## src/rtl/slot_arb_pkg.sv

```systemverilog
package slot_arb_pkg;
  localparam int unsigned DEF_CLIENTS = 15;
  localparam int unsigned DEF_SLOTS   = 64;
  localparam int unsigned DEF_REGIONS = 2;

  // Source of a grant decision
  typedef enum logic {
    SRC_OWNER    = 1'b0,
    SRC_FALLBACK = 1'b1
  } grant_src_e;

  function automatic int unsigned width_of(input int unsigned n);
    return (n > 1) ? $clog2(n) : 1;
  endfunction
endpackage

```

## src/rtl/slot_table.sv

```systemverilog
module slot_table
  import slot_arb_pkg::*;
#(
  parameter int unsigned CLIENTS = DEF_CLIENTS,
  parameter int unsigned SLOTS   = DEF_SLOTS,
  parameter int unsigned REGIONS = DEF_REGIONS,
  localparam int unsigned CW      = width_of(CLIENTS),
  localparam int unsigned SW      = width_of(SLOTS),
  localparam int unsigned RGW     = width_of(REGIONS),
  localparam int unsigned ENTRIES = SLOTS * REGIONS,
  localparam int unsigned AW      = width_of(ENTRIES)
) (
  input  logic           clk,
  input  logic           rst,
  input  logic           wr_en,
  input  logic [RGW-1:0] wr_region,
  input  logic [SW-1:0]  wr_slot,
  input  logic [CW-1:0]  wr_client,
  input  logic [RGW-1:0] rd_region,
  input  logic [SW-1:0]  rd_slot,
  output logic [CW-1:0]  rd_client
);
  // Owner storage without reset, so it maps onto distributed RAM
  logic [CW-1:0]      mem_q [ENTRIES];
  // Per-entry "has been written" flags; a clear flag reads as client 0
  logic [ENTRIES-1:0] written_q;

  logic          wr_ok;
  logic [AW-1:0] wr_addr;
  logic [AW-1:0] rd_addr;

  assign wr_ok = wr_en
              && ({1'b0, wr_client} < (CW+1)'(CLIENTS))
              && ({1'b0, wr_region} < (RGW+1)'(REGIONS))
              && ({1'b0, wr_slot}   < (SW+1)'(SLOTS));

  assign wr_addr = AW'(wr_region) * AW'(SLOTS) + AW'(wr_slot);
  assign rd_addr = AW'(rd_region) * AW'(SLOTS) + AW'(rd_slot);

  always_ff @(posedge clk) begin
    if (wr_ok) begin
      mem_q[wr_addr] <= wr_client;
    end
  end

  always_ff @(posedge clk) begin
    if (rst) begin
      written_q <= '0;
    end else if (wr_ok) begin
      written_q[wr_addr] <= 1'b1;
    end
  end

  // Read before write: a same-cycle write is seen only on the next visit
  always_comb begin
    rd_client = written_q[rd_addr] ? mem_q[rd_addr] : '0;
  end
endmodule

```

## src/rtl/slot_pointer.sv

```systemverilog
module slot_pointer
  import slot_arb_pkg::*;
#(
  parameter int unsigned SLOTS   = DEF_SLOTS,
  parameter int unsigned REGIONS = DEF_REGIONS,
  localparam int unsigned SW  = width_of(SLOTS),
  localparam int unsigned RGW = width_of(REGIONS)
) (
  input  logic           clk,
  input  logic           rst,
  input  logic           advance,
  input  logic [RGW-1:0] sel_region,
  output logic [SW-1:0]  cur_slot
);
  logic [REGIONS*SW-1:0] ptr_flat;

  for (genvar r = 0; r < REGIONS; r++) begin : gen_rg
    logic [SW-1:0] ptr_q;
    always_ff @(posedge clk) begin
      if (rst) begin
        ptr_q <= '0;
      end else if (advance && (sel_region == RGW'(r))) begin
        ptr_q <= (ptr_q == SW'(SLOTS - 1)) ? '0 : ptr_q + 1'b1;
      end
    end
    assign ptr_flat[r*SW +: SW] = ptr_q;
  end

  assign cur_slot = ptr_flat[int'(sel_region)*SW +: SW];
endmodule

```

## src/rtl/fallback_pick.sv

```systemverilog
module fallback_pick
  import slot_arb_pkg::*;
#(
  parameter int unsigned CLIENTS = DEF_CLIENTS,
  localparam int unsigned CW = width_of(CLIENTS)
) (
  input  logic [CLIENTS-1:0] req,
  output logic [CW-1:0]      idx
);
  // Lowest set bit wins: scan downward so the last hit is the lowest
  always_comb begin
    idx = '0;
    for (int i = CLIENTS - 1; i >= 0; i--) begin
      if (req[i]) idx = CW'(i);
    end
  end
endmodule

```

## src/rtl/slot_table_arbiter.sv

```systemverilog
module slot_table_arbiter
  import slot_arb_pkg::*;
#(
  parameter int unsigned CLIENTS = DEF_CLIENTS,
  parameter int unsigned SLOTS   = DEF_SLOTS,
  parameter int unsigned REGIONS = DEF_REGIONS,
  localparam int unsigned CW  = width_of(CLIENTS),
  localparam int unsigned SW  = width_of(SLOTS),
  localparam int unsigned RGW = width_of(REGIONS)
) (
  input  logic               clk,
  input  logic               rst,
  input  logic [CLIENTS-1:0] req_i,
  input  logic [RGW-1:0]     region_i,
  input  logic               cfg_we_i,
  input  logic [RGW-1:0]     cfg_region_i,
  input  logic [SW-1:0]      cfg_slot_i,
  input  logic [CW-1:0]      cfg_client_i,
  output logic [CLIENTS-1:0] gnt_o,
  output logic               gnt_valid_o,
  output logic [CW-1:0]      gnt_idx_o
);
  logic [RGW-1:0] eff_region;
  logic [SW-1:0]  cur_slot;
  logic [CW-1:0]  owner_w;
  logic [CW-1:0]  fb_idx;
  logic           any_req;
  grant_src_e     src;
  logic [CW-1:0]  sel_idx;

  assign any_req    = |req_i;
  assign eff_region = ({1'b0, region_i} < (RGW+1)'(REGIONS)) ? region_i : '0;

  slot_pointer #(.SLOTS(SLOTS), .REGIONS(REGIONS)) ptr_i (
    .clk        (clk),
    .rst        (rst),
    .advance    (any_req),
    .sel_region (eff_region),
    .cur_slot   (cur_slot)
  );

  slot_table #(.CLIENTS(CLIENTS), .SLOTS(SLOTS), .REGIONS(REGIONS)) tbl_i (
    .clk       (clk),
    .rst       (rst),
    .wr_en     (cfg_we_i),
    .wr_region (cfg_region_i),
    .wr_slot   (cfg_slot_i),
    .wr_client (cfg_client_i),
    .rd_region (eff_region),
    .rd_slot   (cur_slot),
    .rd_client (owner_w)
  );

  fallback_pick #(.CLIENTS(CLIENTS)) fb_i (
    .req (req_i),
    .idx (fb_idx)
  );

  always_comb begin
    src     = (|(req_i & (CLIENTS'(1) << owner_w))) ? SRC_OWNER : SRC_FALLBACK;
    sel_idx = (src == SRC_OWNER) ? owner_w : fb_idx;
  end

  always_ff @(posedge clk) begin
    if (rst) begin
      gnt_o       <= '0;
      gnt_valid_o <= 1'b0;
      gnt_idx_o   <= '0;
    end else begin
      gnt_valid_o <= any_req;
      gnt_idx_o   <= any_req ? sel_idx : '0;
      gnt_o       <= any_req ? (CLIENTS'(1) << sel_idx) : '0;
    end
  end
endmodule

```

## config.mk

```make
export PLATFORM = sky130hd
export DESIGN_NAME = slot_table_arbiter
export DESIGN_NICKNAME = d
export VERILOG_FILES = /design/src/rtl/slot_arb_pkg.sv /design/src/rtl/slot_table.sv /design/src/rtl/slot_pointer.sv /design/src/rtl/fallback_pick.sv /design/src/rtl/slot_table_arbiter.sv
export SDC_FILE = /design/constraint.sdc
export NUM_CORES = 1
export LEC_CHECK = 0
export ABC_AREA = 1
export BUFFER_PORTS_ARGS = -buffer_cell sky130_fd_sc_hd__buf_2
export CORE_MARGIN = 10
export CORE_UTILIZATION = 40
export CTS_CLUSTER_DIAMETER = 200
export DETAILED_ROUTE_END_ITERATION = 7
export GPL_ROUTABILITY_DRIVEN = 1
export PLACE_DENSITY = 0.56
export SYNTH_ARGS = -nofsm -noshare
export SYNTH_HDL_FRONTEND = slang
export SYNTH_HIERARCHICAL = 1
export SYNTH_SLANG_ARGS = --single-unit
```

## constraint.sdc

```tcl
create_clock -name clk -period 4.3 [get_ports clk]
set_clock_uncertainty 0.2 [all_clocks]
set_input_delay 0.43 -clock clk [delete_from_list [all_inputs] [get_ports clk]]
set_output_delay 0.43 -clock clk [all_outputs]
set_load 0.1 [all_outputs]
```

# Yosys cells after proc, flatten, opt, wreduce, memory -nomap -nowiden

Memories as Yosys holds them, arrays and structs flattened.
Index checks and enable logic that the tools add are counted.

Multiplexer cells: 25
Order comparisons: 4
Bitwise gates (word level): 4
Reduce and logical (&&, ||, !) cells: 7
Equality and inequality tests: 2
Shift-type cells: 3
$mul: 1
Add/sub/neg operators: 4

Operators by type and width:

| kind                 | count |
|---|---|
| $or 128x128->128     | 1 |
| $mux 4               | 17 |
| $reduce_or 15->1     | 2 |
| $shl 1x4->15 const A | 2 |
| $lt 7x8->1 const B   | 2 |
| $and 15x15->15       | 1 |
| $add 7x6->7          | 2 |
| $add 6x1->6 const B  | 2 |
| $eq 6x6->1 const B   | 2 |
| $mux 6               | 2 |
| $shiftx 12x5->6      | 1 |
| $bmux 1 s7           | 1 |
| $demux 1 s7          | 1 |
| $ge 7x1->1 const B   | 1 |
| $logic_and 1x1->1    | 4 |
| $lt 4x4->1 const B   | 1 |
| $mux 1               | 4 |
| $mul 1x2->3 const B  | 1 |
| $not 1->1            | 2 |
| $reduce_or 2->1      | 1 |

Memories kept: 1
Input bits: 30
Memory bits (writable): 512
Output and inout port bits: 20
Register bits: 160
Word-level logic and storage cells: 57

Memory list:

| memory      | depth | width | read ports | clocked after memory_dff | wr ports | line             | RTL |
|---|---|---|---|---|---|---|---|
| tbl_i.mem_q | 128   | 4     | 1          | 0                        | 1        | slot_table.sv:24 | `logic [CW-1:0] mem_q [ENTRIES];` |

# Depth between registers and ports, before layout

Depth after elaboration: 17
Depth in mapped cells: 30
Gate-level depth less buffers: 25

# By module

Netlist, hierarchy kept.

By module, submodules not included:

| module             | instances | area an instance (µm²) | sequential area each (µm²) | cells an instance |
|---|---|---|---|---|
| slot_table         | 1         | 26316.5                | 17937.2                    | 2593 |
| slot_table_arbiter | 1         | 1037.2                 | 400.4                      | 149 |
| slot_pointer       | 1         | 723.2                  | 240.2                      | 104 |
| fallback_pick      | 1         | 182.7                  | 0.0                        | 43 |

# Worst setup path before layout

Ideal clock, no wire load.

Path type: input port to flip-flop
Start: input port region_i
End: register gnt_o[12]
Cell stages on the path: 26
Path buffers: 4
Slack: 1.034 ns
Data required time: 4.034 ns
Library setup time: 0.066 ns
Arrival time: 3.001 ns
Cells stage by stage: buf_6 -> nor2_4 -> o21bai_1 -> buf_4 -> inv_2 -> buf_4 -> buf_2 -> nand3_1 -> nand3_1 -> nand2_1 -> nand2_1 -> nand3_1 -> nand3_1 -> nand3_1 -> nand2_1 -> nor2_1 -> inv_2 -> nand3_1 -> nand2_1 -> nor2_2 -> nand3_4 -> nand2_4 -> nand2_1 -> nand2_1 -> nand3_1 -> nor2_1

Word-level cells in the longest chain between the ends: 11
Elaborated cells on any way between the ends: 12
Those cells by class: add/sub: 1; mul: 1; shift: 3; mux: 4; bitwise: 1; reduce/logical: 1; memory: 1

Ends and longest elaborated chain:

| element                      | line                     | RTL |
|---|---|---|
| from (decl)                  | slot_table_arbiter.sv:14 | `input logic [RGW-1:0] region_i,` |
| $mul 1x2->3 *                | slot_pointer.sv:29       | `assign cur_slot = ptr_flat[int'(sel_region)*SW +: SW];` |
| $shiftx 12x5->6 *            | slot_pointer.sv:29       |  |
| net cur_slot[1]              | slot_table_arbiter.sv:24 | `logic [SW-1:0] cur_slot;` |
| $add 7x6->7 *                | slot_table.sv:38         | `assign rd_addr = AW'(rd_region) * AW'(SLOTS) + AW'(rd_slot);` |
| $bmux 1 s7                   | slot_table.sv:56         | `rd_client = written_q[rd_addr] ? mem_q[rd_addr] : '0;` |
| $mux 1 (implied by the code) | slot_table.sv:56         |  |
| $mux 4 *                     | slot_table.sv:56         |  |
| net owner_w[2]               | slot_table_arbiter.sv:25 | `logic [CW-1:0] owner_w;` |
| $shl 1x4->15                 | slot_table_arbiter.sv:60 | `src = (\|(req_i & (CLIENTS'(1) << owner_w))) ? SRC_OWNER : SRC_FALLBACK;` |
| $and 15x15->15               | slot_table_arbiter.sv:60 |  |
| $reduce_or 15->1             | slot_table_arbiter.sv:60 |  |
| $mux 4 *                     | slot_table_arbiter.sv:61 | `sel_idx = (src == SRC_OWNER) ? owner_w : fb_idx;` |
| $shl 1x4->15 *               | slot_table_arbiter.sv:72 | `gnt_o <= any_req ? (CLIENTS'(1) << sel_idx) : '0;` |
| to (signal assigned)         | slot_table_arbiter.sv:72 |  |
| to (decl)                    | slot_table_arbiter.sv:19 | `output logic [CLIENTS-1:0] gnt_o,` |

The timed path passes the listed nets; every way through them passes the cells marked *. The select of a mux whose other input is x is not followed.
A chain may end at the register's enable or synchronous reset.

# Worst setup path in the final report

Start: register ptr_i.gen_rg[0].ptr_q[1]
End: register gnt_o[10]

Word-level cells in the longest chain between the ends: 10
Elaborated cells on any way between the ends: 11
Those cells by class: add/sub: 1; shift: 3; mux: 4; bitwise: 1; reduce/logical: 1; memory: 1

Ends and longest elaborated chain:

| element                      | line                     | RTL |
|---|---|---|
| from (decl)                  | slot_pointer.sv:18       | `logic [SW-1:0] ptr_q;` |
| from (signal assigned)       | slot_pointer.sv:23       | `ptr_q <= (ptr_q == SW'(SLOTS - 1)) ? '0 : ptr_q + 1'b1;` |
| $shiftx 12x5->6 *            | slot_pointer.sv:29       |  |
| net cur_slot[1]              | slot_table_arbiter.sv:24 |  |
| $add 7x6->7 *                | slot_table.sv:38         |  |
| $bmux 1 s7                   | slot_table.sv:56         |  |
| $mux 1 (implied by the code) | slot_table.sv:56         |  |
| $mux 4 *                     | slot_table.sv:56         |  |
| net owner_w[1]               | slot_table_arbiter.sv:25 |  |
| $shl 1x4->15                 | slot_table_arbiter.sv:60 |  |
| $and 15x15->15               | slot_table_arbiter.sv:60 |  |
| $reduce_or 15->1             | slot_table_arbiter.sv:60 |  |
| $mux 4 *                     | slot_table_arbiter.sv:61 |  |
| $shl 1x4->15 *               | slot_table_arbiter.sv:72 |  |

Marks and branches as above.

==> impl_metrics.json <==
{
  "status": "completed",
  "syn_to_final_growth_pct": 13.4,
  "die_w_um": 286,
  "cts_sinks": 672,
  "fillCellCount": 6607,
  "pre_cts_slack_ps": 8.48,
  "final.setup.tns_ps": 0,
  "core-area_um2": 70000,
  "synth.area.top_cells": "edfxtp_1 (54%), nand2_1 (12%), dfxtp_1 (11%)",
  "ff_latch_area_um2": 18600,
  "wirelength_um": 80500,
  "maxSlewViolCount": 0,
  "multiInputGateArea_um2": 8560,
  "viasPerCell": 5.32,
  "fin_ws_ps": 264,
  "slowest_stage": "buf_6",
  "crit_fanout": 49,
  "power_density_nw_per_um2": 453,
  "fin_total_pwr_mw": 14.5,
  "critical_path.max_stage_delay_ps": 430,
  "grt_pass1_wl_um": 121000,
  "grt_max_degree": 106,
  "vias": 20800,
  "r2r_setup_slack_ps": 260,
  "ant_nets": 0,
  "die_height_um": 286,
  "fin_crit_sh_pct": 93.9,
  "ys_seq_area_share_pct": 65.7,
  "final_area_um2": 32000,
  "start_kind": "flip-flop",
  "rr_endpoint": "gnt_o[10]$_SDFF_PP0_",
  "grt_overflow_total": 0,
  "cts_hold_buffers": 0,
  "synth_top_area_share_pct": 54.4,
  "htree_levels": 3,
  "cts-root-buf": "clkbuf_16",
  "holdCritPathClass": "in2reg",
  "drt_first_pass_iters": 7,
  "ys_types": 40,
  "arrival_ps": 4370,
  "hold_ws_ps": 91.7,
  "antenna_cells": 0,
  "nets": 2950,
  "r2r_start": "ptr_i/gen_rg[0].ptr_q[1]$_SDFFE_PP0P_",
  "synth_most_common_cell": "nand2_1",
  "criticalPathCategory": "reg2reg",
  "fmax_ghz": 0.248,
  "async_flop_share_pct": 0,
  "clock_path_buffers": 3,
  "synth_edf_count": 512,
  "worstMarginPinSlew_ps": 997,
  "critPathBufInv": 5,
  "finalCoreUtilization_pct": 45.7,
  "synth_cells": 2889,
  "die-area_um2": 81700,
  "place_inst": 3777,
  "ir_drop_mv": 0.344,
  "hold_start": "cfg_client_i[3]",
  "layout.cells.non_filler": 3916,
  "gp_congestion": 0.892,
  "antenna_found_initial": 1,
  "grt_pass1_vias": 20300,
  "cts_buffers": 72,
  "final_layout_size_suffix_gt1_share_pct": 8.97,
  "rr_worst_depth": 25,
  "drc": 0,
  "syn_area_per_cell_um2": 9.78,
  "maxCapViolations": 0,
  "crit_family": "simple AND/OR/NAND/NOR gates",
  "initial_utilization_pct": 40.4,
  "synth.cells.most_frequent": "nand2_1 (867), nand3_1 (593), edfxtp_1 (512), nor2_1 (437), dfxtp_1 (160)",
  "row_count": 97,
  "clkLatencyLatePin_ps": 620,
  "syn_area_um2": 28300,
  "io_pins": 50,
  "syn_nets": 2921,
  "hold_depth": 1,
  "crit_path_end_kind": "flip-flop",
  "dp_hpwl_um": 48700,
  "wl_per_cell_um": 20.6,
  "numPortBuffers": 49,
  "crit_top_cell": "nand3_1",
  "track_usage_pct": 19.0,
  "hold-path-endpoint": "tbl_i/mem_q[36][3]$_DFFE_PP_",
  "placed_area_um2": 29600,
  "clk_pin_slew_ps": 60,
  "setup_viol": 0,
  "synth_flop_cell": "edfxtp_1",
  "cts_tree": "built",
  "required_ps": 4640,
  "relSlewSlack_pct": 33.5,
  "hold_violations": 0,
  "p_leak_nw": 11.7,
  "ys_ff_latch": 672,
  "synth_warnings": 6,
  "drtIter0Drc": 2058,
  "period_needed_ps": 4040,
  "synth_largest_area_cell": "edfxtp_1"
}
-- report_power, final --
group / internal, mW / total (mW) / leakage [nW] / switching, mW
Sequential: 7.01 / 7.03 / 5.89 / 0.0145
Clock: 3.60 / 6.07 / 1.13 / 2.47
Combinational: 0.368 / 1.40 / 4.72 / 1.04
Total: 11.0 / 14.5 / 11.7 / 3.52
-- state kept, by name, indices dropped and copies added (netlist names) --
register            cells
gnt_idx_o               4
gnt_o                  15
gnt_valid_o             1
ptr_i/gen_rg.ptr_q     12
tbl_i/mem_q           512
tbl_i/written_q       128
-- routing by layer --
layer	GRT usage, %	routed length, um
met1	25.5	34200
met5	0	0
met3	3.13	5660
met2	31.2	38400
met4	5.82	2230
-- worst max path at each step --
stage,from,endpoint,cells past startpoint
2_1_floorplan,region_i,gnt_o[12]$_SDFF_PP0_,26
3_3_place_gp,region_i,gnt_o[12]$_SDFF_PP0_,25
3_5_place_dp,region_i,gnt_o[12]$_SDFF_PP0_,25
4_1_cts,ptr_i/gen_rg[1].ptr_q[0]$_SDFFE_PP0P_,gnt_o[12]$_SDFF_PP0_,24
5_1_grt,ptr_i/gen_rg[1].ptr_q[1]$_SDFFE_PP0P_,gnt_o[12]$_SDFF_PP0_,25
6_report,ptr_i/gen_rg[0].ptr_q[1]$_SDFFE_PP0P_,gnt_o[10]$_SDFF_PP0_,25
-- kinds of logic after synthesis --
| logic type | after synthesis | share of synthesized area, % |
|---|---|---|
| AND/OR/NAND/NOR | 1959 | 29.4 |
| flip-flops | 672 | 65.7 |
| buffers and inverters | 232 | 4.20 |
| AO/OA/AOI/OAI | 22 | 0.483 |
| XOR/XNOR | 2 | 0.0620 |
| adder cells (fa/ha/maj) | 2 | 0.0885 |
-- cell type report --
class / instances / share of cell area [%]
clock inverter: 15 / 0.398
inverter: 66 / 0.836
tap: 940 / 3.67
clock buffer: 117 / 6.83
sequential: 672 / 58.0
timing repair buffer: 121 / 3.56
multi-input combinational: 1985 / 26.7
-- timing repair --
action	4_1_cts	5_1_grt
resized for setup	0	14
setup buffers	0	4
endpoints found under the hold margin	0	0
endpoints found under the setup margin	0	15
-- layout by cell type, fill, tap and decap left out, types with 5 or more instances in the layout --
cell type    n
nand2_1    865
nand3_1    592
edfxtp_1   512
nor2_1     436
dfxtp_1    159
clkbuf_16   80
inv_1       50
buf_4       50
buf_2       44
clkbuf_1    29
nand4_1     20
buf_12      19
nor3_1      11
clkbuf_8    11
inv_2        9
clkinv_1     8
nand2_2      7
a21oi_1      7
clkinv_2     7
nor2_2       6
o21ai_0      5
(Power assumes the default switching activity.)
